--- config.mk ---
export PLATFORM = sky130hd
export DESIGN_NAME = mbox_top
export DESIGN_NICKNAME = d
export VERILOG_FILES = /design/src/rtl/mbox_pkg.sv /design/src/rtl/mbox_host_if.sv /design/src/rtl/mbox_slave_if.sv /design/src/rtl/mbox_regs.sv /design/src/rtl/mbox_top.sv
export SDC_FILE = /design/constraint.sdc
export NUM_CORES = 1
export LEC_CHECK = 0
export BUFFER_PORTS_ARGS = -buffer_cell sky130_fd_sc_hd__buf_2
export CORE_MARGIN = 8
export CORE_UTILIZATION = 40
export CTS_BUF_LIST = sky130_fd_sc_hd__clkbuf_2 sky130_fd_sc_hd__clkbuf_4 sky130_fd_sc_hd__clkbuf_8
export CTS_CLUSTER_DIAMETER = 50
export DETAILED_ROUTE_END_ITERATION = 6
export PLACE_DENSITY = 0.71
export SYNTH_ARGS = -nofsm -noshare
export SYNTH_HDL_FRONTEND = slang
export SYNTH_HIERARCHICAL = 1
export SYNTH_SLANG_ARGS = --single-unit
--- constraint.sdc ---
create_clock -name clk -period 2.1 [get_ports clk]
set_clock_uncertainty 0.1 [all_clocks]
set_input_delay 0.315 -clock clk [delete_from_list [all_inputs] [get_ports clk]]
set_output_delay 0.315 -clock clk [all_outputs]
set_load 0.1 [all_outputs]
--- src/rtl/mbox_pkg.sv ---
package mbox_pkg;

    localparam int STAT_W = 8;
    localparam logic [STAT_W-1:0] USER_MASK = 8'hF4;

    typedef struct packed {
        logic [3:0] user_hi;
        logic       cmd;
        logic       user_lo;
        logic       ibf;
        logic       obf;
    } mbox_stat_t;

    typedef struct packed {
        logic wr_data;
        logic rd_data;
        logic cmd;
    } host_evt_t;

    typedef struct packed {
        logic wr_data;
        logic wr_stat;
        logic rd_data;
    } slv_evt_t;

    function automatic logic next_flag(input logic cur, input logic set, input logic clr);
        logic r;
        if (set)      r = 1'b1;
        else if (clr) r = 1'b0;
        else          r = cur;
        return r;
    endfunction

    function automatic mbox_stat_t load_user(input mbox_stat_t cur, input logic [STAT_W-1:0] b);
        mbox_stat_t r;
        r         = cur;
        r.user_hi = b[7:4];
        r.user_lo = b[2];
        return r;
    endfunction

endpackage

--- src/rtl/mbox_host_if.sv ---
module mbox_host_if
    import mbox_pkg::*;
#(
    parameter int DATA_W  = 8,
    parameter int HOST_AW = 3,
    parameter int CD_BIT  = 2
) (
    input  logic               clk,
    input  logic               rst,
    input  logic [HOST_AW-1:0] h_addr,
    input  logic               h_rd,
    input  logic               h_wr,
    input  logic [DATA_W-1:0]  odr,
    input  mbox_stat_t         stat,
    output host_evt_t          hev,
    output logic [DATA_W-1:0]  h_rdata
);

    logic sel_stat;
    assign sel_stat = h_addr[0];

    always_comb begin
        hev.wr_data = h_wr && !sel_stat;
        hev.rd_data = h_rd && !sel_stat;
        hev.cmd     = h_addr[CD_BIT];
    end

    always_ff @(posedge clk) begin
        if (rst) begin
            h_rdata <= '0;
        end else if (h_rd) begin
            if (sel_stat) h_rdata <= DATA_W'(stat);
            else          h_rdata <= odr;
        end
    end

    AST_HOST_RDATA_HOLD: assert property (@(posedge clk) disable iff (rst)
        !h_rd |=> $stable(h_rdata)) else $error("host rdata moved");

endmodule

--- src/rtl/mbox_slave_if.sv ---
module mbox_slave_if
    import mbox_pkg::*;
#(
    parameter int DATA_W = 8,
    parameter int SLV_AW = 2
) (
    input  logic              clk,
    input  logic              rst,
    input  logic [SLV_AW-1:0] s_addr,
    input  logic              s_rd,
    input  logic              s_wr,
    input  logic [DATA_W-1:0] idr,
    input  mbox_stat_t        stat,
    output slv_evt_t          sev,
    output logic [DATA_W-1:0] s_rdata
);

    localparam logic [SLV_AW-1:0] OFS_DATA = SLV_AW'(0);
    localparam logic [SLV_AW-1:0] OFS_STAT = SLV_AW'(1);

    always_comb begin
        sev.wr_data = s_wr && (s_addr == OFS_DATA);
        sev.wr_stat = s_wr && (s_addr == OFS_STAT);
        sev.rd_data = s_rd && (s_addr == OFS_DATA);
    end

    always_ff @(posedge clk) begin
        if (rst) begin
            s_rdata <= '0;
        end else if (s_rd) begin
            if (s_addr == OFS_DATA)      s_rdata <= idr;
            else if (s_addr == OFS_STAT) s_rdata <= DATA_W'(stat);
            else                         s_rdata <= '0;
        end
    end

    AST_SLV_RDATA_HOLD: assert property (@(posedge clk) disable iff (rst)
        !s_rd |=> $stable(s_rdata)) else $error("slave rdata moved");

endmodule

--- src/rtl/mbox_regs.sv ---
module mbox_regs
    import mbox_pkg::*;
#(
    parameter int DATA_W = 8
) (
    input  logic              clk,
    input  logic              rst,
    input  host_evt_t         hev,
    input  slv_evt_t          sev,
    input  logic [DATA_W-1:0] h_wdata,
    input  logic [DATA_W-1:0] s_wdata,
    output logic [DATA_W-1:0] idr,
    output logic [DATA_W-1:0] odr,
    output mbox_stat_t        stat
);

    logic obf_clr;
    assign obf_clr = hev.rd_data || (sev.wr_stat && !s_wdata[0]);

    always_ff @(posedge clk) begin
        if (rst) begin
            idr  <= '0;
            odr  <= '0;
            stat <= '0;
        end else begin
            if (hev.wr_data) begin
                idr      <= h_wdata;
                stat.cmd <= hev.cmd;
            end
            if (sev.wr_data) odr <= s_wdata;
            if (sev.wr_stat) begin
                stat.user_hi <= load_user(stat, s_wdata[STAT_W-1:0]).user_hi;
                stat.user_lo <= load_user(stat, s_wdata[STAT_W-1:0]).user_lo;
            end
            stat.ibf <= next_flag(stat.ibf, hev.wr_data, sev.rd_data);
            stat.obf <= next_flag(stat.obf, sev.wr_data, obf_clr);
        end
    end

    AST_IBF_SET: assert property (@(posedge clk) disable iff (rst)
        hev.wr_data |=> stat.ibf) else $error("ibf not set");
    AST_IBF_CLR: assert property (@(posedge clk) disable iff (rst)
        sev.rd_data && !hev.wr_data |=> !stat.ibf) else $error("ibf not cleared");
    AST_CD_LOAD: assert property (@(posedge clk) disable iff (rst)
        hev.wr_data |=> stat.cmd == $past(hev.cmd)) else $error("cmd flag wrong");
    AST_OBF_SET: assert property (@(posedge clk) disable iff (rst)
        sev.wr_data |=> stat.obf) else $error("obf not set");
    AST_OBF_HOST_CLR: assert property (@(posedge clk) disable iff (rst)
        hev.rd_data && !sev.wr_data |=> !stat.obf) else $error("obf not cleared by host");
    AST_OBF_SLV_CLR: assert property (@(posedge clk) disable iff (rst)
        sev.wr_stat && !s_wdata[0] |=> !stat.obf) else $error("obf not cleared by slave");
    AST_OBF_W1_KEEP: assert property (@(posedge clk) disable iff (rst)
        sev.wr_stat && s_wdata[0] && !hev.rd_data |=> stat.obf == $past(stat.obf))
        else $error("obf changed on write one");
    AST_IBF_NO_SPURIOUS: assert property (@(posedge clk) disable iff (rst)
        !hev.wr_data && !stat.ibf |=> !stat.ibf) else $error("ibf set without host write");
    AST_CMD_HOLD: assert property (@(posedge clk) disable iff (rst)
        !hev.wr_data |=> $stable(stat.cmd)) else $error("cmd changed");
    AST_USER_HOLD: assert property (@(posedge clk) disable iff (rst)
        !sev.wr_stat |=> $stable(stat.user_hi) && $stable(stat.user_lo)) else $error("user bits changed");
    AST_IBF_SET_WINS: assert property (@(posedge clk) disable iff (rst)
        hev.wr_data && sev.rd_data |=> stat.ibf) else $error("ibf collision");

endmodule

--- src/rtl/mbox_top.sv ---
module mbox_top
    import mbox_pkg::*;
#(
    parameter int DATA_W  = 8,
    parameter int HOST_AW = 3,
    parameter int SLV_AW  = 2,
    parameter int CD_BIT  = 2
) (
    input  logic               clk,
    input  logic               rst,
    input  logic [HOST_AW-1:0] h_addr,
    input  logic               h_rd,
    input  logic               h_wr,
    input  logic [DATA_W-1:0]  h_wdata,
    output logic [DATA_W-1:0]  h_rdata,
    input  logic [SLV_AW-1:0]  s_addr,
    input  logic               s_rd,
    input  logic               s_wr,
    input  logic [DATA_W-1:0]  s_wdata,
    output logic [DATA_W-1:0]  s_rdata,
    output logic               s_irq
);

    host_evt_t         hev;
    slv_evt_t          sev;
    mbox_stat_t        stat;
    logic [DATA_W-1:0] idr;
    logic [DATA_W-1:0] odr;

    mbox_host_if #(.DATA_W(DATA_W), .HOST_AW(HOST_AW), .CD_BIT(CD_BIT)) u_host (
        .clk(clk), .rst(rst), .h_addr(h_addr), .h_rd(h_rd), .h_wr(h_wr),
        .odr(odr), .stat(stat), .hev(hev), .h_rdata(h_rdata)
    );

    mbox_slave_if #(.DATA_W(DATA_W), .SLV_AW(SLV_AW)) u_slave (
        .clk(clk), .rst(rst), .s_addr(s_addr), .s_rd(s_rd), .s_wr(s_wr),
        .idr(idr), .stat(stat), .sev(sev), .s_rdata(s_rdata)
    );

    mbox_regs #(.DATA_W(DATA_W)) u_regs (
        .clk(clk), .rst(rst), .hev(hev), .sev(sev),
        .h_wdata(h_wdata), .s_wdata(s_wdata),
        .idr(idr), .odr(odr), .stat(stat)
    );

    assign s_irq = stat.ibf;

    AST_IRQ_ON_WRITE: assert property (@(posedge clk) disable iff (rst)
        h_wr && !h_addr[0] |=> s_irq) else $error("irq missing");

endmodule

## After elaboration in Yosys (flattened, before gate mapping)

Index checks and enable logic that the tools add are counted.

| word-level totals | value |
|---|---|
| logic and storage cells | 29 |
| flip-flop bits (word level) | 40 |

| operators by class | value |
|---|---|
| eq/ne operators | 1 |
| mux-type cells | 7 |
| reduce and logical (&&, ||, !) cells | 12 |

Operator list:

| kind | count |
|---|---|
| 8-bit 2-to-1 mux | 3 |
| 1-bit logical AND | 6 |
| 1-bit 2-to-1 mux | 4 |
| 2-bit nonzero test | 2 |
| 2-bit by 1-bit == test with 1-bit output, second input constant | 1 |
| 1-bit zero test | 2 |
| 2-bit zero test | 1 |
| 1-bit logical OR | 1 |

## Depth between registers and ports, before layout

Gate-level depths: netlist of run 1.

| depth | value |
|---|---|
| word-level depth | 6 |
| mapped depth | 6 |

## Modules after synthesis

Netlist of run 1, hierarchy kept.

By module, submodules not included:

| module | times used | cells each | area an instance (sq um) |
|---|---|---|---|
| mbox_regs | 1 | 80 | 872.1 |
| mbox_host_if | 1 | 39 | 389.1 |
| mbox_slave_if | 1 | 31 | 369.1 |

## Worst setup path after synthesis of run 1

Ideal clock, no wire load.

| timing | value |
|---|---|
| path type | register to register |
| from | register u_regs/stat[1] (netlist name) |
| to | register u_host.h_rdata[1] |
| path slack | 0.562 ns |
| setup time | 0.086 ns |
| data arrival time | 1.352 ns |
| cell stages (with the launch flop) | 3 |
| cells stage by stage | dfxtp_1 -> mux2i_1 -> a211oi_1 |

| between the ends | value |
|---|---|
| cells in the longest elaborated chain, start to end | 1 |

Ends and longest elaborated chain:

| element | RTL line | source |
|---|---|---|
| 8-bit 2-to-1 mux | mbox_host_if.sv:32 | `if (sel_stat) h_rdata <= DATA_W'(stat);` |
| to (signal assigned) | mbox_host_if.sv:32 |  |
| to (signal assigned) | mbox_host_if.sv:33 | `else h_rdata <= odr;` |
| to (decl) | mbox_host_if.sv:16 | `output logic [DATA_W-1:0] h_rdata` |

No other way between the ends.
A chain may end at the register's enable or synchronous reset.

## Worst setup path after layout of run 1

| timing | value |
|---|---|
| from | register u_regs/stat[1] (netlist name) |
| to | output s_irq |

RTL lines:

| element | RTL line | source |
|---|---|---|
| to (decl) | mbox_top.sv:21 | `output logic s_irq` |

No word-level cell between the ends.

==> results of run 1 <==
==> layout make-up <==
| type | count | area (sq um) |
|---|---|---|
| clock buffer | 6 | 82.6 |
| clock inverter | 2 | 10.0 |
| fill | 400 | 2070 |
| inverter | 2 | 7.51 |
| multi-input combinational | 96 | 716 |
| sequential | 40 | 801 |
| tap | 50 | 62.6 |
| timing repair buffer | 44 | 225 |
==> state kept, by name, indices dropped and copies added, names as in the netlist <==
| name | cells |
|---|---|
| u_slave/s_rdata | 8 |
| u_regs/odr | 8 |
| u_regs/idr | 8 |
| u_regs/stat | 8 |
| u_host/h_rdata | 8 |
==> through the flow <==
step	setup WS (ns)	utilization
floorplan	0.562	-
global placement	0.545	0.456
detailed placement	0.524	0.456
CTS	0.509	0.480
global route	0.472	0.480
finish	0.515	0.480
==> synthesized netlist by cell type <==
master	count
a211oi_1	8
a21oi_1	1
a31oi_1	1
and2b_2	2
and3b_1	1
buf_1	1
buf_2	1
buf_4	4
buf_6	6
dfxtp_1	40
inv_1	2
mux2i_1	38
nand2b_4	1
nor2_1	33
nor3b_1	2
o2bb2ai_1	7
o2bb2ai_2	1
or3b_1	1
==> worst max path at each step <==
stage                                           endpoint  slack (ns)                        start
after floorplan           u_host/h_rdata[1]$_SDFFE_PP0P_        0.56  u_regs/stat[1]$_SDFFE_PP0P_
after global placement       u_regs/stat[4]$_SDFFE_PP0P_        0.55                    s_addr[0]
after detailed placement     u_regs/stat[6]$_SDFFE_PP0P_        0.52                    s_addr[0]
after CTS                                          s_irq        0.51  u_regs/stat[1]$_SDFFE_PP0P_
after global routing                               s_irq        0.47  u_regs/stat[1]$_SDFFE_PP0P_
final                                              s_irq        0.51  u_regs/stat[1]$_SDFFE_PP0P_
==> layer usage <==
layer,vias to the layer above,routed length (um),part of all wire,track usage
li1,595,-,-,-
met1,510,1720,0.50,0.146
met2,35,1360,0.40,0.159
met3,7,272,0.080,0.0462
met4,0,63,0.018,0.0600
met5,-,0,0,0
==> where the power goes <==
group          total (mW)  switching [mW]  internal, mW
combinational       0.230           0.160        0.0700
clock               0.526           0.264         0.262
sequential          0.806          0.0175         0.788
==> kinds of logic after synthesis <==
| logic type | after synthesis |
|---|---|
| AO/OA/AOI/OAI | 18 |
| buffers and inverters | 14 |
| flip-flops | 40 |
| multiplexers | 38 |
| AND/OR/NAND/NOR | 40 |
==> results.py, run 1 <==
metrics = {
    "yosys": {
        "synth_nets": 177,
        "synth_fa_ha_area_frac": 0,
        "synth.distinct_cells": 18,
        "synth-simple-area-share": 0.115,
        "syn-cell-area_sq_mm": 0.00163,
        "yosys.area.top_type": "dfxtp_1",
        "seq_area_frac_synth": 0.491,
        "synthMuxAreaShare": 0.233,
        "netlist.area_leader.share": 0.491,
        "synth-compound-area-share": 0.0906,
        "synth_top_family_by_area": "multiplexers",
        "ys_seq_elements": 40,
        "synth_xor_area_frac": 0,
        "synth_area_per_cell_sq_um": 10.9,
        "yosys_warnings": 6,
        "synth_area_leaders": "dfxtp_1 (49%), mux2i_1 (23%), nor2_1 (7.6%), buf_6 (4.1%), o2bb2ai_1 (3.8%)",
        "syn_inst": 150,
    },
    "critical_path": {
        "crit_family": "buffers and inverters",
        "r2r_start": "u_regs/stat[1]$_SDFFE_PP0P_",
        "reg2reg_slack_ns": 1.19,
        "path_buf_inv": 1,
        "critPathLaunchType": "flop",
        "crit_chain": "buf_2",
        "cp.depth": 1,
        "critical_path_required_ns": 1.68,
        "crit_path_max_incr_delay_ns": 0.46,
        "cp_data_arrival_time_ns": 1.17,
        "path_class": "reg -> out",
        "cp_max_fo": 4,
        "reg2reg_depth": 2,
        "critPathCaptureType": "output port",
        "cpMaxStageDelayCell": "buf_2",
        "reg2reg_to": "u_host/h_rdata[1]$_SDFFE_PP0P_",
    },
    "layout": {
        "drive_above_1_share": 0.295,
        "mostFrequentLayoutCells": "buf_2 (42), dfxtp_1 (40), mux2i_1 (38), nor2_1 (33), a211oi_1 (8)",
        "instances_no_fill": 240,
        "final_common_cell": "buf_2",
        "fin_nets": 216,
        "fin_area_sq_mm": 0.00190,
        "antennaDiodeCount": 0,
        "syn_to_final_growth_pct": 16.8,
    },
    "timing": {
        "hold_ws_ns": 0.153,
        "final_max_slew_viol_count": 0,
        "finalHoldViolCount": 0,
        "slew_headroom": 0.623,
        "period_needed_ns": 1.59,
        "period_share": 0.755,
        "rsz0062_at_grt": "false",
        "setup_viol": 0,
        "timing.setup.tns_ns": 0,
        "tightest_slew_ns": 0.563,
        "fmax_mhz": 631,
    },
    "clock_network": {
        "cts_resized": 0,
        "ctsLongestPathBuffers": 2,
        "tritoncts": "yes",
        "clk_pin_slew_ns": 0.08,
        "root_buffer": "clkbuf_8",
        "post-cts-setup-buffers": 0,
        "cts_buffers": 5,
        "holdBufCountCts": 0,
        "clock_sinks": 40,
        "cts-htree-levels": 2,
        "clkLatencyLatePin_ns": 0.29,
    },
    "route": {
        "drt-vias-per-instance": 4.78,
        "vias": 1147,
        "wl_um": 3410,
        "drc": 0,
        "drt_iter0_markers": 76,
        "wl_per_cell_um": 14.2,
        "ant_nets": 0,
        "drt-pass1-iter-count": 4,
    },
    "place": {
        "place.gp.congestion": 0.728,
        "place_area_sq_mm": 0.00181,
        "dpl.cell_count": 232,
        "io_buffers": 42,
        "dp_hpwl_um": 2510,
    },
    "global_routing": {
        "grt_overflow": 0,
        "grt_max_degree": 20,
        "grt_pass1_vias": 1212,
        "grt_pass1_wl_um": 5740,
        "grt_usage": 0.114,
        "antenna_found_initial": 0,
    },
    "hold_path": {
        "worstHoldStart": "h_wdata[2]",
        "hold-path-endpoint": "u_regs/idr[2]$_SDFFE_PP0P_",
        "hold_path.class": "in -> reg",
        "hold_depth": 3,
    },
    "power_and_ir_drop": {
        "pwr_density_cell_mw_per_mm2": 820,
        "fin_total_pwr_mw": 1.56,
        "peakVddDrop_uv": 391,
        "leakage_nw": 0.835,
    },
    "floorplan": {
        "die_h_um": 79.8,
        "die_w_um": 79.8,
        "start_util": 0.411,
        "core_area_sq_mm": 0.00397,
        "num_rows": 23,
        "io_pins": 44,
        "die-area_sq_mm": 0.00637,
    },
    "run": {
        "cap_violations": 0,
    },
    "run_status": {
        "status": "finished, final reports clean",
    },
}
Note: power is estimated with default switching activity, not from simulation.
==> run 2, diff against run 1 <==
--- a/config.mk
+++ b/config.mk
@@ -11,7 +11,7 @@
 export CTS_BUF_LIST = sky130_fd_sc_hd__clkbuf_2 sky130_fd_sc_hd__clkbuf_4 sky130_fd_sc_hd__clkbuf_8
 export CTS_CLUSTER_DIAMETER = 50
 export DETAILED_ROUTE_END_ITERATION = 6
-export PLACE_DENSITY = 0.71
+export PLACE_DENSITY = 0.73
 export SYNTH_ARGS = -nofsm -noshare
 export SYNTH_HDL_FRONTEND = slang
 export SYNTH_HIERARCHICAL = 1
==> constraint.sdc (replaced) <==
create_clock -name clk -period 1.45 [get_ports clk]
set_clock_uncertainty 0.1 [all_clocks]
set_input_delay 0.2175 -clock clk [delete_from_list [all_inputs] [get_ports clk]]
set_output_delay 0.2175 -clock clk [all_outputs]
set_load 0.1 [all_outputs]
==> results.py, run 2 (synthesized netlist as in run 1, its figures left out) <==
metrics = {
    "global_routing": {
        "grt_overflow": 0,
        "grt_pass1_vias": 1177,
        "grt_max_degree": 23,
        "antenna_found_initial": 0,
        "grt_usage": 0.107,
        "grt_pass1_wl_um": 5440,
    },
    "hold_path": {
        "hold_depth": 3,
        "worstHoldStart": "h_wdata[3]",
        "hold-path-endpoint": "u_regs/idr[3]$_SDFFE_PP0P_",
        "hold_path.class": "in -> reg",
    },
    "floorplan": {
        "die-area_sq_mm": 0.00637,
        "io_pins": 44,
        "core_area_sq_mm": 0.00397,
        "die_w_um": 79.8,
        "start_util": 0.411,
        "die_h_um": 79.8,
        "num_rows": 23,
    },
    "route": {
        "wl_per_cell_um": 13.8,
        "vias": 1162,
        "drt-pass1-iter-count": 4,
        "wl_um": 3400,
        "top_layer": "met4",
        "met2_length_um": 1360,
        "wl_met1_um": 1710,
        "drt_iter0_markers": 53,
        "ant_nets": 0,
        "dr_wl_met3_um": 276,
        "drt-vias-per-instance": 4.72,
        "drc": 0,
    },
    "critical_path": {
        "critical_path_required_ns": 1.13,
        "critPathCaptureType": "output port",
        "crit_family": "buffers and inverters",
        "crit_path_max_incr_delay_ns": 0.44,
        "critPathLaunchType": "flop",
        "reg2reg_depth": 2,
        "reg2reg_to": "u_host/h_rdata[3]$_SDFFE_PP0P_",
        "path_buf_inv": 1,
        "cp.depth": 1,
        "crit_chain": "buf_2",
        "path_class": "reg -> out",
        "cp_max_fo": 2,
        "r2r_start": "u_regs/stat[3]$_SDFFE_PP0P_",
        "cpMaxStageDelayCell": "buf_2",
        "reg2reg_slack_ns": 0.57,
        "cp_data_arrival_time_ns": 1.09,
    },
    "layout": {
        "syn_to_final_growth_pct": 20.8,
        "drive_above_1_share": 0.321,
        "fin_area_sq_mm": 0.00197,
        "antennaDiodeCount": 0,
        "final_common_cell": "buf_2",
        "mostFrequentLayoutCells": "buf_2 (42), dfxtp_1 (39), mux2i_1 (38), nor2_1 (33)",
        "fin_nets": 222,
    },
    "clock_network": {
        "cts_resized": 0,
        "holdBufCountCts": 0,
        "root_buffer": "clkbuf_8",
        "clock_sinks": 40,
        "cts-htree-levels": 2,
        "clk_pin_slew_ns": 0.07,
        "ctsLongestPathBuffers": 2,
        "cts_buffers": 5,
        "clkLatencyLatePin_ns": 0.29,
        "tritoncts": "yes",
        "post-cts-setup-buffers": 0,
    },
    "place": {
        "place.gp.congestion": 0.728,
        "dp_hpwl_um": 2560,
        "post-place-ws_ns": 0.188,
        "place_area_sq_mm": 0.00186,
        "io_buffers": 42,
    },
    "power_and_ir_drop": {
        "leakage_nw": 0.873,
        "peakVddDrop_uv": 686,
        "pwr_density_cell_mw_per_mm2": 1230,
    },
    "timing": {
        "setup_viol": 0,
        "hold_ws_ns": 0.0619,
        "rsz0062_at_grt": "false",
        "finalHoldViolCount": 0,
        "timing.setup.tns_ns": 0,
        "tightest_slew_ns": 0.497,
        "final_max_slew_viol_count": 0,
        "period_share": 0.968,
        "slew_headroom": 0.671,
        "period_needed_ns": 1.40,
        "fmax_mhz": 712,
        "finalWorstSetupSlack_ns": 0.0457,
    },
    "run_status": {
        "status": "finished, final reports clean",
    },
    "run": {
        "cap_violations": 0,
    },
}
-- run 2: through the flow --
step           std cells  utilization  total power [mW]
4_1_cts              246        0.496              2.44
5_1_grt              246        0.496              2.50
2_1_floorplan        150            -              1.46
3_5_place_dp         238        0.468              1.54
3_3_place_gp         238        0.468              1.54
6_report             246        0.496              2.42
-- run 2: per-layer routing --
| layer | up-vias | track usage |
|---|---|---|
| li1 | 607 | - |
| met1 | 513 | 0.141 |
| met4 | 0 | 0.0545 |
| met5 | - | 0 |
| met2 | 36 | 0.145 |
| met3 | 6 | 0.0439 |
-- run 2: worst max path at each step --
stage | to | slack, ns | from
after global routing | s_irq | 0.006 | u_regs/stat[1]$_SDFFE_PP0P_
after global placement | u_regs/odr[7]$_SDFFE_PP0P_ | 0.20 | s_addr[0]
after floorplan | u_host/h_rdata[3]$_SDFFE_PP0P_ | 0.03 | u_host/h_rdata[3]$_SDFFE_PP0P_
after detailed placement | u_regs/odr[3]$_SDFFE_PP0P_ | 0.19 | s_addr[0]
final | s_rdata[0] | 0.05 | u_slave/s_rdata[0]$_SDFFE_PP0P_
after CTS | s_rdata[0] | 0.04 | u_slave/s_rdata[0]$_SDFFE_PP0P_
-- run 2: report_power, final --
group	leakage (nW)	switching (mW)	total (mW)	internal [mW]
clock network	0.0586	0.375	0.905	0.529
registers	0.327	0.0250	1.17	1.14
logic	0.488	0.234	0.345	0.111
total	0.873	0.634	2.42	1.78
-- run 2: final cells by class --
cell class | count | area [sq um]
fillers | 380 | 2000
clock inverters | 2 | 35.0
repair buffers | 50 | 270
clock buffers | 6 | 76.3
multi-input cells | 96 | 716
inverters | 2 | 7.51
flip-flops and latches | 40 | 802
well taps | 50 | 62.6
==> run 3, diff against run 2 <==
--- a/config.mk
+++ b/config.mk
@@ -10,9 +10,9 @@
 export CORE_UTILIZATION = 40
 export CTS_BUF_LIST = sky130_fd_sc_hd__clkbuf_2 sky130_fd_sc_hd__clkbuf_4 sky130_fd_sc_hd__clkbuf_8
 export CTS_CLUSTER_DIAMETER = 50
+export CTS_CLUSTER_SIZE = 14
 export DETAILED_ROUTE_END_ITERATION = 6
-export PLACE_DENSITY = 0.73
+export PLACE_DENSITY = 0.71
 export SYNTH_ARGS = -nofsm -noshare
 export SYNTH_HDL_FRONTEND = slang
-export SYNTH_HIERARCHICAL = 1
 export SYNTH_SLANG_ARGS = --single-unit
==> results.py, run 3 <==
metrics = {
    "timing": {
        "finalHoldViolCount": 0,
        "period_share": 0.966,
        "rsz0062_at_grt": "false",
        "period_needed_ns": 1.40,
        "slew_headroom": 0.572,
        "tightest_slew_ns": 0.641,
        "timing.setup.tns_ns": 0,
        "final_max_slew_viol_count": 0,
        "fmax_mhz": 714,
        "setup_viol": 0,
    },
    "yosys": {
        "ys_seq_elements": 40,
        "seq_area_frac_synth": 0.500,
        "synth_area_per_cell_sq_um": 9.21,
        "yosys_warnings": 0,
        "syn-cell-area_sq_mm": 0.00160,
        "netlist.area_leader.share": 0.500,
        "synth_edf_count": 0,
        "netlist_top_cells_count": "nand2_1 (42), dfxtp_1 (40), mux2i_1 (21)",
        "synth.distinct_cells": 20,
        "async_flop_share": 0,
        "syn_inst": 174,
        "synth.most_common_cell": "nand2_1",
        "synth_area_leaders": "dfxtp_1 (50%), mux2i_1 (13%), nand2_1 (9.8%), a21oi_1 (5.9%), o21ai_2 (4.4%)",
        "synthFlopType": "dfxtp_1",
        "yosys.area.top_type": "dfxtp_1",
        "synth_nets": 201,
    },
    "floorplan": {
        "num_rows": 23,
        "die-area_sq_mm": 0.00629,
        "core_area_sq_mm": 0.00394,
        "start_util": 0.407,
        "io_pins": 44,
        "die_w_um": 79.3,
        "die_h_um": 79.3,
    },
    "power_and_ir_drop": {
        "intPower_mw": 1.61,
        "fin_total_pwr_mw": 2.24,
        "seqPwrFrac": 0.518,
        "clkPwrFrac": 0.333,
        "combPwrFrac": 0.148,
        "peakVddDrop_uv": 556,
        "pwr_density_cell_mw_per_mm2": 1170,
        "leakage_nw": 0.860,
        "p_sw_mw": 0.630,
        "p_sw_frac": 0.281,
    },
    "layout": {
        "fin_nets": 242,
        "drive_above_1_share": 0.301,
        "mostFrequentLayoutCells": "nand2_1 (42), buf_2 (42), dfxtp_1 (39), mux2i_1 (21), a21oi_1 (19)",
        "antennaDiodeCount": 0,
        "syn_to_final_growth_pct": 20.1,
    },
    "hold_path": {
        "worstHoldStart": "h_wdata[5]",
        "hold_depth": 3,
        "hold_path.class": "in -> reg",
        "hold-path-endpoint": "u_regs.idr[5]$_SDFFE_PP0P_",
    },
    "clock_network": {
        "clk_pin_slew_ns": 0.07,
        "cts_buffers": 5,
        "clock_sinks": 40,
        "holdBufCountCts": 0,
        "ctsLongestPathBuffers": 2,
        "root_buffer": "clkbuf_8",
        "tritoncts": "yes",
        "clkLatencyLatePin_ns": 0.29,
        "post-cts-setup-buffers": 0,
        "cts-htree-levels": 2,
        "cts_resized": 0,
    },
    "global_routing": {
        "grt_max_degree": 29,
        "grt_usage": 0.117,
        "antenna_found_initial": 0,
        "grt_pass1_vias": 1241,
        "grt_overflow": 0,
        "grt_pass1_wl_um": 5650,
    },
    "route": {
        "drt-vias-per-instance": 4.78,
        "wl_per_cell_um": 13.1,
        "wl_um": 3500,
        "drt_iter0_markers": 46,
        "drc": 0,
        "ant_nets": 0,
        "vias": 1271,
        "drt-pass1-iter-count": 4,
    },
    "critical_path": {
        "path_buf_inv": 1,
        "path_class": "reg -> out",
        "cp_max_fo": 4,
        "critPathCaptureType": "output port",
        "crit_family": "buffers and inverters",
        "cpMaxStageDelayCell": "buf_2",
        "r2r_start": "u_regs.stat[4]$_SDFFE_PP0P_",
        "cp_data_arrival_time_ns": 1.08,
        "reg2reg_slack_ns": 0.53,
        "reg2reg_to": "u_host.h_rdata[4]$_SDFFE_PP0P_",
        "reg2reg_depth": 2,
        "critPathLaunchType": "flop",
        "critical_path_required_ns": 1.13,
        "crit_chain": "buf_2",
        "crit_path_max_incr_delay_ns": 0.43,
    },
    "run": {
        "cap_violations": 0,
    },
    "place": {
        "io_buffers": 42,
        "place.gp.congestion": 0.764,
        "dp_hpwl_um": 2590,
    },
    "run_status": {
        "status": "finished, final reports clean",
    },
}
[run 3: cell count changes after synthesis, sizes merged, moves of 2 or more]
cell,change
a21oi,+18
and2b,-2
buf,-5
clkbuf,+5
mux2i,-17
nand2,+42
nor2,-19
o21ai,+9
o2bb2ai,-8
[run 3: area by class of cell]
| class | instances | area (sq um) |
|---|---|---|
| tap | 50 | 62.6 |
| inverter | 1 | 3.75 |
| multi-input combinational | 121 | 723 |
| fill | 376 | 2020 |
| clock inverter | 2 | 10.0 |
| clock buffer | 6 | 82.6 |
| sequential | 40 | 802 |
| timing repair buffer | 46 | 240 |
[run 3: kinds of logic (layout without fill, tap and decap cells)]
family                 count (synthesis)  count (layout)  synth area share
and+or+nand+nor                       63              63             0.171
buffers and inverters                 13              55            0.0492
muxes                                 21              21             0.131
DFF                                   40              40             0.500
AOI/OAI and AO/OA                     37              37             0.149
[run 3: power by group through the flow]
stage	sequential (mW)	clock, mW	combinational [mW]
floorplan	1.31	0	0.133
global placement	1.19	0	0.332
detailed placement	1.19	0	0.335
CTS	1.16	0.778	0.336
global route	1.17	0.826	0.357
finish	1.16	0.748	0.333
[run 3: worst register-to-register path, stage by stage, from the launching register on]
cell	delay [ns]
dfxtp_1	0.37
mux2i_1	0.10
a211oi_1	0.26
[run 3: how the worst max path moves through the flow]
stage                     cells past startpoint                            from                        endpoint  slack, ns
final                                         1     u_regs.stat[1]$_SDFFE_PP0P_                           s_irq       0.05
after global routing                          1     u_regs.stat[1]$_SDFFE_PP0P_                           s_irq      0.009
after CTS                                     1     u_regs.stat[1]$_SDFFE_PP0P_                           s_irq       0.03
after detailed placement                      4                       s_addr[1]      u_regs.odr[3]$_SDFFE_PP0P_       0.14
after global placement                        4                       s_addr[1]      u_regs.odr[3]$_SDFFE_PP0P_       0.15
after floorplan                               2  u_host.h_rdata[5]$_SDFFE_PP0P_  u_host.h_rdata[5]$_SDFFE_PP0P_       0.03
[run 3: routing by layer]
metal	track usage	share of wire
met4	0.0500	0.017
met5	0	0
met3	0.0621	0.083
met2	0.194	0.48
met1	0.120	0.42
[run 3: through the flow]
step	hold slack (ns)	worst slack, ns	util	cell area, sq um	cells
after floorplan	0.253	0.0263	-	1600	174
after global placement	0.333	0.148	0.465	1830	258
after detailed placement	0.335	0.141	0.465	1830	258
after CTS	0.0520	0.0319	0.488	1920	266
after global routing	0.0477	0.00927	0.488	1920	266
final	0.0625	0.0494	0.488	1920	266
